## src/rtl/lockq_pkg.sv

```systemverilog
package lockq_pkg;

    // Bits needed to hold values 0..n inclusive.
    function automatic int unsigned cnt_bits(int unsigned n);
        return (n < 2) ? 1 : $clog2(n + 1);
    endfunction

    // Control bundle shared between the qualifier stages.
    typedef struct packed {
        logic rst;   // synchronised internal reset
        logic lock;  // synchronised raw lock
        logic done;  // hold window elapsed
        logic fire;  // lock lost after qualification
    } lockq_ctl_t;

endpackage

```

## src/rtl/lockq_rst_sync.sv

```systemverilog
module lockq_rst_sync #(
    parameter int STAGES = 2
) (
    input  logic clk,
    input  logic arst,
    output logic rst_q
);
    logic [STAGES-1:0] sh;

    always_ff @(posedge clk or posedge arst) begin
        if (arst) sh <= '1;
        else      sh <= {sh[STAGES-2:0], 1'b0};
    end

    assign rst_q = sh[STAGES-1];
endmodule

```

## src/rtl/lockq_bit_sync.sv

```systemverilog
module lockq_bit_sync #(
    parameter int STAGES = 2
) (
    input  logic clk,
    input  logic srst,
    input  logic d,
    output logic q
);
    logic [STAGES-1:0] sh;

    always_ff @(posedge clk) begin
        if (srst) sh <= '0;
        else      sh <= {sh[STAGES-2:0], d};
    end

    assign q = sh[STAGES-1];
endmodule

```

## src/rtl/lockq_hold_ctr.sv

```systemverilog
module lockq_hold_ctr #(
    parameter int unsigned LOCK_CYCLES = 100000
) (
    input  logic clk,
    input  logic restart,
    output logic done
);
    localparam int W = lockq_pkg::cnt_bits(LOCK_CYCLES);
    localparam logic [W-1:0] TERM = W'(LOCK_CYCLES);

    logic [W-1:0] cnt;

    always_ff @(posedge clk) begin
        if (restart)          cnt <= '0;
        else if (cnt != TERM) cnt <= cnt + 1'b1;
    end

    assign done = (cnt == TERM);
endmodule

```

## src/rtl/lockq_kick.sv

```systemverilog
module lockq_kick #(
    parameter int unsigned RESET_PULSE = 16
) (
    input  logic clk,
    input  logic srst,
    input  logic fire,
    output logic active
);
    localparam int KW = lockq_pkg::cnt_bits(RESET_PULSE);
    localparam logic [KW-1:0] KTERM = KW'(RESET_PULSE);

    logic [KW-1:0] left;

    always_ff @(posedge clk) begin
        if (srst)            left <= '0;
        else if (fire)       left <= KTERM;
        else if (left != '0) left <= left - 1'b1;
    end

    assign active = (left != '0);
endmodule

```

## src/rtl/lockq_top.sv

```systemverilog
module lockq_top #(
    parameter int unsigned LOCK_CYCLES = 100000,
    parameter int unsigned RESET_PULSE = 16,
    parameter int          SYNC_STAGES = 2,
    parameter bit          SELF_RESET  = 1'b1
) (
    input  logic clk_ref,
    input  logic areset_req,
    input  logic raw_lock,
    output logic gated_lock,
    output logic pll_reset
);
    import lockq_pkg::*;

    logic       rst_s, lock_s, done, fire, kick_on, gl_q, restart;
    lockq_ctl_t ctl;

    lockq_rst_sync #(.STAGES(SYNC_STAGES)) u_rst (
        .clk(clk_ref), .arst(areset_req), .rst_q(rst_s)
    );

    lockq_bit_sync #(.STAGES(SYNC_STAGES)) u_lock (
        .clk(clk_ref), .srst(rst_s), .d(raw_lock), .q(lock_s)
    );

    // Counter is cleared by reset, by a new loss event and while the PLL is held in reset.
    assign restart = ctl.rst | ctl.fire | kick_on;

    lockq_hold_ctr #(.LOCK_CYCLES(LOCK_CYCLES)) u_hold (
        .clk(clk_ref), .restart(restart), .done(done)
    );

    assign ctl = '{rst: rst_s, lock: lock_s, done: done, fire: fire};

    // Qualified output; the async-set reset path masks it at once.
    assign gated_lock = ~ctl.rst & ctl.done & ctl.lock;

    always_ff @(posedge clk_ref) begin
        if (ctl.rst) gl_q <= 1'b0;
        else         gl_q <= gated_lock;
    end

    generate
        if (SELF_RESET) begin : g_self
            assign fire = gl_q & ~lock_s & ~rst_s;
            lockq_kick #(.RESET_PULSE(RESET_PULSE)) u_kick (
                .clk(clk_ref), .srst(ctl.rst), .fire(ctl.fire), .active(kick_on)
            );
        end else begin : g_plain
            assign fire    = 1'b0;
            assign kick_on = 1'b0;
        end
    endgenerate

    assign pll_reset = areset_req | kick_on;
endmodule

```

## config.mk

```make
export PLATFORM = sky130hd
export DESIGN_NAME = lockq_top
export DESIGN_NICKNAME = d
export VERILOG_FILES = /design/src/rtl/lockq_pkg.sv /design/src/rtl/lockq_rst_sync.sv /design/src/rtl/lockq_bit_sync.sv /design/src/rtl/lockq_hold_ctr.sv /design/src/rtl/lockq_kick.sv /design/src/rtl/lockq_top.sv
export SDC_FILE = /design/constraint.sdc
export NUM_CORES = 1
export LEC_CHECK = 0
export ABC_AREA = 1
export ABC_CLOCK_PERIOD_IN_PS = 1400
export BUFFER_PORTS_ARGS = -buffer_cell sky130_fd_sc_hd__clkbuf_2
export CORE_MARGIN = 2
export CORE_UTILIZATION = 53
export DETAILED_ROUTE_END_ITERATION = 7
export PLACE_DENSITY = 0.7
export SETUP_SLACK_MARGIN = 0.2
export SYNTH_ARGS = -nofsm -noshare
export SYNTH_HDL_FRONTEND = slang
export SYNTH_SLANG_ARGS = --single-unit
```

## constraint.sdc

```tcl
create_clock -name clk_ref -period 1.4 [get_ports clk_ref]
set_input_delay 0.14 -clock clk_ref [delete_from_list [all_inputs] [get_ports clk_ref]]
set_output_delay 0.14 -clock clk_ref [all_outputs]
set_load 0.005 [all_outputs]
```

# After elaboration in Yosys (flattened, before gate mapping)
# Cells that the tools add are included.
[totals] reg_bits=27 inputBits=3 out_inout_bits=2 word_cells=24
[classes] n_addsub=2 n_eq_ne=2 muxes=2 n_bitwise=9 n_reduce_logical=3
[op_table] op="adder 17 x 1 -> 17 bit, second input constant" count=1
[op_table] op="equality test 17 bit, second input constant" count=1
[op_table] op="!= test 17 bit, second input constant" count=1
[op_table] op="two-way mux 5 bit" count=2
[op_table] op="nonzero test 5 bit" count=1
[op_table] op="subtractor 5 x 1 -> 5 bit, second input constant" count=1
[op_table] op="bitwise AND 1 bit" count=4
[op_table] op="bitwise OR 1 bit" count=3
[op_table] op="NOT 1 bit" count=2
[op_table] op="nonzero test 2 bit" count=1
[op_table] op="OR reduction 2 bit" count=1

# Longest topological paths before layout
# Gate-level depths: netlist of run 1.
[depth] ltp_word=5 ltp_mapped=9 mapped_depth_nobuf=9

# Cells and area by module
# A second synthesis of run 1 with hierarchy kept.
[hier_totals] hier_cells=209 area_unflattened_um2=1446.4
[by_module_without_submodules] mod="lockq_hold_ctr" instances=1 cells_each=156 area_each_um2=1036.0 seq_area_each_um2=340.3
[by_module_without_submodules] mod="lockq_kick" instances=1 cells_each=33 area_each_um2=239.0 seq_area_each_um2=100.1
[by_module_without_submodules] mod="lockq_rst_sync" instances=1 cells_each=4 area_each_um2=60.1 seq_area_each_um2=52.6
[by_module_without_submodules] mod="lockq_top" instances=1 cells_each=10 area_each_um2=56.3 seq_area_each_um2=20.0
[by_module_without_submodules] mod="lockq_bit_sync" instances=1 cells_each=6 area_each_um2=55.1 seq_area_each_um2=40.0

# Worst setup path after synthesis of run 1
# No wires, ideal clock.
[synth_path] path_type="register -> register" start="reg g_self.u_kick.left[0]" end="reg g_self.u_kick.left[0]" setup_ns=0.130 arrival_ns=1.095 t_required_ns=1.270 setup_slack_ns=0.174 path_stages_with_launch=9 path_buffers=0 synth_period_minus_slack_ns=1.226 cell_sequence="dfxtp_1 inv_1 ha_1 nand2_1 nor2_1 nand2_1 clkinv_1 nand2_1 o21ai_0"
[synth_between] elab_chain_len=1 elab_cells_between_ends=2 cone_classes="1 x add/sub; 1 x reduce/logical"
[synth_rtl] item="from (decl)" line="lockq_kick.sv:12" rtl="logic [KW-1:0] left;"
[synth_rtl] item="from (signal assigned)" line="lockq_kick.sv:17" rtl="else if (left != '0) left <= left - 1'b1;"
[synth_rtl] item="subtractor 5 x 1 -> 5 bit or nonzero test 5 bit (tied branches)" line="lockq_kick.sv:17"
# Parallel ways exist; a longest one is shown, timed or not.
# A chain may end at the register's enable or synchronous reset.

# Worst setup path in the final report of run 1
[layout_path] start="reg u_hold.cnt[1]" end="out gated_lock"
[layout_between] elab_chain_len=3
[layout_rtl] item="from (decl)" line="lockq_hold_ctr.sv:11" rtl="logic [W-1:0] cnt;"
[layout_rtl] item="from (signal assigned)" line="lockq_hold_ctr.sv:15" rtl="else if (cnt != TERM) cnt <= cnt + 1'b1;"
[layout_rtl] item="equality test 17 bit" line="lockq_hold_ctr.sv:18" rtl="assign done = (cnt == TERM);"
[layout_rtl] item="bitwise AND 1 bit (2 in series)" line="lockq_top.sv:36" rtl="assign gated_lock = ~ctl.rst & ctl.done & ctl.lock;"
[layout_rtl] item="to (decl)" line="lockq_top.sv:10" rtl="output logic gated_lock,"
# Every way passes these cells.

==> results of run 1 <==
==> what timing repair did <==
item | 4_1_cts | 5_1_grt
pin swaps | 5 | 7
setup buffers | 10 | 3
setup endpoints to repair | 24 | 24
hold buffers | 2 | 0
hold endpoints to repair | 3 | 0
cloned | 2 | 0
resized for setup | 39 | 38
==> flip-flops by register name, summed over array words and instances, names as in the netlist <==
name and flops:
g_self.u_kick.left 5, u_rst.sh 2, u_hold.cnt 17, gl_q 1
u_lock.sh 2
==> per-layer routing <==
metal / track usage, % / up-vias / share of wire (%)
li1: - / 711 / -
met1: 26.04 / 624 / 41
met2: 38.44 / 44 / 51
met3: 6.089 / 15 / 5.4
met4: 18.47 / 0 / 2.8
met5: 0 / - / 0
==> worst max-delay path, stage by stage (launching register included) <==
cell	delay, ns
sky130_fd_sc_hd__dfxtp_2	0.35
sky130_fd_sc_hd__inv_2	0.08
sky130_fd_sc_hd__ha_4	0.14
sky130_fd_sc_hd__nand2_2	0.05
sky130_fd_sc_hd__inv_2	0.07
sky130_fd_sc_hd__nand2_4	0.06
sky130_fd_sc_hd__nor2_4	0.12
sky130_fd_sc_hd__nand2_2	0.07
sky130_fd_sc_hd__nor3_2	0.10
sky130_fd_sc_hd__buf_2	0.13
==> logic make-up after synthesis <==
family,after synthesis,synth area share [%]
compound gates,14,5.310
buf+inv,37,10.08
fa+ha+maj,3,2.701
flops,27,39.78
other cells,1,0.2698
simple gates,128,38.07
xor+xnor,6,3.780
==> cell usage in the layout (no fill, tap or decap), types with 3 or more instances in the layout <==
cell type / count
sky130_fd_sc_hd__nand4_1: 4
sky130_fd_sc_hd__inv_1: 27
sky130_fd_sc_hd__xnor2_1: 3
sky130_fd_sc_hd__nand2_1: 49
sky130_fd_sc_hd__nand3_1: 8
sky130_fd_sc_hd__a21oi_1: 7
sky130_fd_sc_hd__ha_4: 3
sky130_fd_sc_hd__inv_2: 8
sky130_fd_sc_hd__clkbuf_2: 3
sky130_fd_sc_hd__dfxtp_1: 14
sky130_fd_sc_hd__dfxtp_2: 11
sky130_fd_sc_hd__nor2_1: 36
sky130_fd_sc_hd__nor2_4: 6
sky130_fd_sc_hd__buf_6: 5
sky130_fd_sc_hd__nand2_2: 8
sky130_fd_sc_hd__nor2_2: 7
sky130_fd_sc_hd__buf_4: 13
sky130_fd_sc_hd__clkbuf_4: 3
==> final cells by class <==
cell class / count / area [sq um]
clock buffer: 3 / 22.52
clock inverter: 1 / 8.758
fill: 191 / 603.1
inverter: 36 / 142.6
multi-input combinational: 152 / 890.9
sequential: 27 / 566.8
tap: 30 / 37.54
timing repair buffer: 24 / 193.9
timing repair inverter: 1 / 11.26
==> worst paths after layout <==
kind	end	depth (start not counted)	slack, ns
min in group clk_ref	u_rst.sh[1]	0	0.37
worst max-delay path	gated_lock	9	-0.27
worst min register to register	u_rst.sh[1]	0	0.37
worst max register to register	u_hold.cnt[1]	9	0.10
worst min-delay path	u_rst.sh[0]	3	0.34
max in group asynchronous	u_rst.sh[1]	3	1.04
==> stage by stage <==
stage                     hold slack, ns  area (sq um)  utilization, %  power, W
after floorplan                  0.06695          1396               -  0.001294
after global placement            0.1617          1479           59.70  0.001389
after detailed placement          0.1716          1479           59.70  0.001413
after CTS                         0.3248          1742           70.30  0.002237
after global routing              0.3534          1874           75.66  0.002541
final                             0.3429          1874           75.66  0.002417
==> report_power, final <==
group | internal, W | switching [W]
clock | 0.000117 | 0.000256
combinational | 0.000538 | 0.000585
sequential | 0.000861 | 0.0000593
==> impl_results.md, run 1 <==
* Status: complete, but fails checks
* Violated checks: setup timing
* Number of instances in the synthesized netlist at 216
* Synth top area cells: sky130_fd_sc_hd__dfxtp_1 36%, sky130_fd_sc_hd__nand2_1 16%, sky130_fd_sc_hd__nor2_1 13%, sky130_fd_sc_hd__inv_1 9.2%, sky130_fd_sc_hd__dfstp_2 3.8%
* Root Buffer: sky130_fd_sc_hd__clkbuf_4
* Part of the cycle the worst path needs at 119.5%
* Area growth from synthesis to layout at 34.83%
* Initial antenna violation count at 0
* Synthesized cell area at 1390 sq um
* Residual DRC count at 0
* Clock net sink count at 27
* Total congestion overflow after global routing at 0
* Die area at 3049 sq um
* Via count at 1394
* Leading register cell type out of synthesis: sky130_fd_sc_hd__dfxtp_1
* Post-layout nets at 251
* Combined global-route utilization of all metal layers at 23.65%
* Die height at 55.22 um
* Number of global-route vias before repair at 1348
* Max-cap viol count at 0
* Synth warnings at 0
* Number of CTS-inserted buffers at 3
* Static leakage power at 0.7524 nW
* Sequential share of the synthesized area at 39.78%
* Post-synthesis register bit count at 27
* Die span in x at 55.22 um
* Launching point of the worst reg2reg path: u_hold.cnt[1]
* Kind of path behind the tightest hold check: in -> async
* Synth cell count leaders: 60 x sky130_fd_sc_hd__nand2_1, 47 x sky130_fd_sc_hd__nor2_1, 34 x sky130_fd_sc_hd__inv_1, 25 x sky130_fd_sc_hd__dfxtp_1, 10 x sky130_fd_sc_hd__nand3_1
* Fraction of post-synthesis cell area in the top cell type by area at 36.00%
* Post-synthesis async set-or-reset flop share at 7.407%
* Max IR drop VDD at 1.464 mV
* Global-route wire length before repair at 5602 um
* Slew Limit Fails at 0
* Largest fanout on the critical path at 2
* Post-synth top area cell: sky130_fd_sc_hd__dfxtp_1
* DPL Wire Length at 2135 um
* Minimum clock period at 1.673 ns
* Wire per inst at 12.60 um
* Final setup violation count at 1
* Weighted congestion at the end of routability-driven global placement at 0.8645
* Power density relative to cell area at 1289 nW/um^2
* Total negative setup slack at -0.2726 ns
* Peak Freq at 597.9 MHz
* Diodes inserted at 0
* TritonCTS clock tree: done
* Clock transition at the registers of the reported paths at 0.15 ns
* Unrepaired setup endpoints after global routing: true
* Std-Cell Core Area at 2477 sq um
* Non-filler instance count after layout at 274
* Drt initial violations at 62
* 1st-pass router iterations at 4
* Endpoint class of the critical path: primary output
* Number of port buffers at 4
* Top-Level Pins at 5
* Mean instance size in the synthesized netlist at 6.436 sq um
* Post-Syn Nets at 222
* Maximum number of pins on one net before global-route repair at 18
* Hold Violations, Final at 0
* Latest clock arrival within the worst-skew pair at 0.35 ns
* Starting density of the core at 56.11%
* Timing startpoint of the critical path: u_hold.cnt[1]
* Number of distinct library cells after synthesis at 22
* Worst clock skew at 0.003986 ns
* Type of the worst setup path: reg -> out
* CP Launch Type: flip-flop
* Row count at 18
* Number of routed nets with antenna violations at 0
* Inst Count DP at 253
* Number of levels the H-tree was split into at 1
* Fraction of layout cells with a size suffix above 1 at 35.25%
* Critical Path RT at 1.26 ns
* Total wire length after detailed routing at 3452 um
* Most frequently used cell type in the post-synthesis netlist: sky130_fd_sc_hd__nand2_1
* Drt via density at 5.088
* Clock buffer depth at 2
* Number of enable-type register cells in the synthesized netlist at 0
* Arrival time at the worst endpoint at 1.53 ns
* Worst slack at placement at -0.002759 ns
* Final worst slack at -0.2726 ns
No activity file was read; power rests on OpenSTA's default activity.
==> run 2, diff against run 1 <==
- CORE_MARGIN: 2 -> 4
==> impl_results.md, run 2 (synthesis gave the netlist of run 1 again) <==
* Slew Limit Fails at 0 (unchanged)
* Residual DRC count at 0 (unchanged)
* Area used by multi-input combinational logic at 864.6 sq um (-2.9%)
* Worst slack at placement at 0.001913 ns (+0.004671 ns)
* DPL Wire Length at 2188 um (+2.5%)
* 1st-pass router iterations at 4 (unchanged)
* Number of CTS-inserted buffers at 3 (unchanged)
* Initial antenna violation count at 0 (unchanged)
* Status: complete, but fails checks
* Max-cap viol count at 0 (unchanged)
* Part of the cycle the worst path needs at 123.9% (+4.5 points)
* Sequential power share at 37.2% (-0.9 points)
* Static leakage power at 0.8046 nW (+6.9%)
* End point of the critical path: gated_lock
* Std-Cell Core Area at 2500 sq um (+0.91%)
* Power density relative to cell area at 1283 nW/um^2 (-0.49%)
* Worst clock skew at 0.002016 ns (-0.001970 ns)
* Slew at the pin closest to its max-slew limit at 0.6139 ns
* Violated checks: setup timing
* Post-layout nets at 261 (+4.0%)
* Cell depth of the worst flop-to-flop path at 13 (+4)
* Clock transition at the registers of the reported paths at 0.16 ns (about the same)
* Drt initial violations at 100 (+61%)
* Max FFs per register at 17 (unchanged)
* Number of routed nets with antenna violations at 0 (unchanged)
* Die span in x at 59.22 um (+7.2%)
* Clock net sink count at 27 (unchanged)
* Storage cell area at 566.8 sq um (unchanged)
* Internal power at 0.001572 W (+3.7%)
* Combined global-route utilization of all metal layers at 23.35% (-0.30 points)
* TritonCTS clock tree: done
* Timing startpoint of the critical path: u_hold.cnt[5]
* Endpoint of the most critical register-to-register path: u_hold.cnt[0]
* Via count at 1488 (+6.7%)
* Peak Freq at 576.3 MHz (-3.6%)
* Inst Count DP at 254 (+0.40%)
* Number of global-route vias before repair at 1477 (+9.6%)
* Launching point of the worst reg2reg path: u_hold.cnt[1]
* Die height at 59.22 um (+7.2%)
* Final core occ at 77.53% (+1.9 points)
* Unrepaired setup endpoints after global routing: true
* Drt via density at 5.239 (+3.0%)
* Root Buffer: sky130_fd_sc_hd__clkbuf_4
* Highest-count cells in the layout ignoring fill and taps: 52 x sky130_fd_sc_hd__nand2_1, 39 x sky130_fd_sc_hd__nor2_1, 28 x sky130_fd_sc_hd__inv_1
* Clock buffer depth at 2 (unchanged)
* Total wire length after detailed routing at 4092 um (+19%)
* Fraction of layout cells with a size suffix above 1 at 33.86% (-1.4 points)
* Number of port buffers at 4 (unchanged)
* # fillers at 163 (-15%)
* Fraction of power consumed by the clock network at 15.6% (about the same)
* Hold Violations, Final at 0 (unchanged)
* Register bank with the most flops: u_hold.cnt
* Weighted congestion at the end of routability-driven global placement at 0.8758 (+1.3%)
* R2R setup slack at -0.19 ns (-0.29 ns)
* Diodes inserted at 0 (unchanged)
* CP Launch Type: flip-flop
* Number of levels the H-tree was split into at 1 (unchanged)
* Starting density of the core at 55.61% (-0.51 points)
* Total negative setup slack at -0.8958 ns (-0.6231 ns)
* Combinational power share at 47.2% (+0.7 points)
* Leading cell type in the layout, fill and taps excluded: sky130_fd_sc_hd__nand2_1
* Registers with the highest flip-flop counts: u_hold.cnt: 17 flops, g_self.u_kick.left: 5 flops
* Die area at 3506 sq um (+15%)
* Total congestion overflow after global routing at 0 (unchanged)
* Minimum clock period at 1.735 ns (+0.06252 ns)
* Top-Level Pins at 5 (unchanged)
* Arrival time at the worst endpoint at 1.60 ns (+0.07 ns)
* Non-filler instance count after layout at 284 (+3.6%)
* Kind of path behind the tightest hold check: in -> async
* Switching power of the nets at 0.0009145 W (+1.6%)
* Slew Limit Headroom at 59.08%
* Max IR drop VDD at 1.121 mV (-23%)
* Largest fanout on the critical path at 4 (+2)
* Maximum number of pins on one net before global-route repair at 18 (unchanged)
* Wire per inst at 14.41 um (+14%)
* Latest clock arrival within the worst-skew pair at 0.35 ns (about the same)
* Final worst slack at -0.3352 ns (-0.06252 ns)
* Endpoint class of the critical path: primary output
* Type of the worst setup path: reg -> out
* Critical Path RT at 1.26 ns (about the same)
* Global-route wire length before repair at 6161 um (+10%)
* Area growth from synthesis to layout at 39.42%
* Row count at 18 (unchanged)
* Switching part of the total at 36.77% (-0.49 points)
* Final setup violation count at 13 (+12)
-- run 2: metal layers --
layer / wire, um / vias to the layer above / track usage (%)
met3: 183 / 11 / 6.100
met4: 83 / 0 / 10.36
li1: - / 733 / -
met2: 2183 / 51 / 43.37
met5: 0 / - / 0
met1: 1642 / 693 / 24.12
-- run 2: per-stage QoR --
stage	hold WS [ns]	area [sq um]	total power (W)
6_report	0.3635	1938	0.002487
5_1_grt	0.3678	1938	0.002605
3_5_place_dp	0.1650	1486	0.001444
4_1_cts	0.3193	1843	0.002373
3_3_place_gp	0.1639	1486	0.001410
2_1_floorplan	0.06695	1396	0.001294
-- run 2: worst max-delay path: stages, from the launching register on --
cell and delay, ns:
sky130_fd_sc_hd__dfxtp_2 0.39, sky130_fd_sc_hd__inv_1 0.08, sky130_fd_sc_hd__nor2_1 0.16, sky130_fd_sc_hd__nand2_2 0.11, sky130_fd_sc_hd__nor2_4 0.14, sky130_fd_sc_hd__nand2_2 0.08, sky130_fd_sc_hd__nor3_2 0.13, sky130_fd_sc_hd__buf_2 0.14
-- run 2: worst min path at each step --
stage,from,endpoint,cells after the start
6_report,areset_req,u_rst.sh[1],3
5_1_grt,areset_req,u_rst.sh[1],3
4_1_cts,areset_req,u_rst.sh[1],3
3_5_place_dp,areset_req,u_rst.sh[0],2
3_3_place_gp,areset_req,u_rst.sh[0],2
2_1_floorplan,areset_req,u_rst.sh[0],1
-- run 2: power by group through the flow --
stage / Combinational, W / Sequential (W) / Clock [W]
after floorplan: 0.000376 / 0.000918 / 0
after global placement: 0.000491 / 0.000919 / 0
after detailed placement: 0.000521 / 0.000923 / 0
after CTS: 0.00106 / 0.000915 / 0.000394
after global routing: 0.00126 / 0.000933 / 0.000415
final: 0.00117 / 0.000924 / 0.000388
-- run 2: layout make-up --
class,instances,area share (%)
tap,30,1.937
timing repair buffer,34,14.91
clock buffer,3,1.162
sequential,27,29.24
inverter,36,7.230
timing repair inverter,1,0.4519
clock inverter,1,0.4519
multi-input combinational,152,44.61
-- run 2: what timing repair did --
item / CTS / global route
endpoints found under the hold margin: 3 / 0
gates cloned: 2 / 0
gates resized for setup: 54 / 13
hold buffers: 2 / 0
endpoints found under the setup margin: 24 / 24
buffers inserted: 16 / 6
pin swaps: 12 / 6
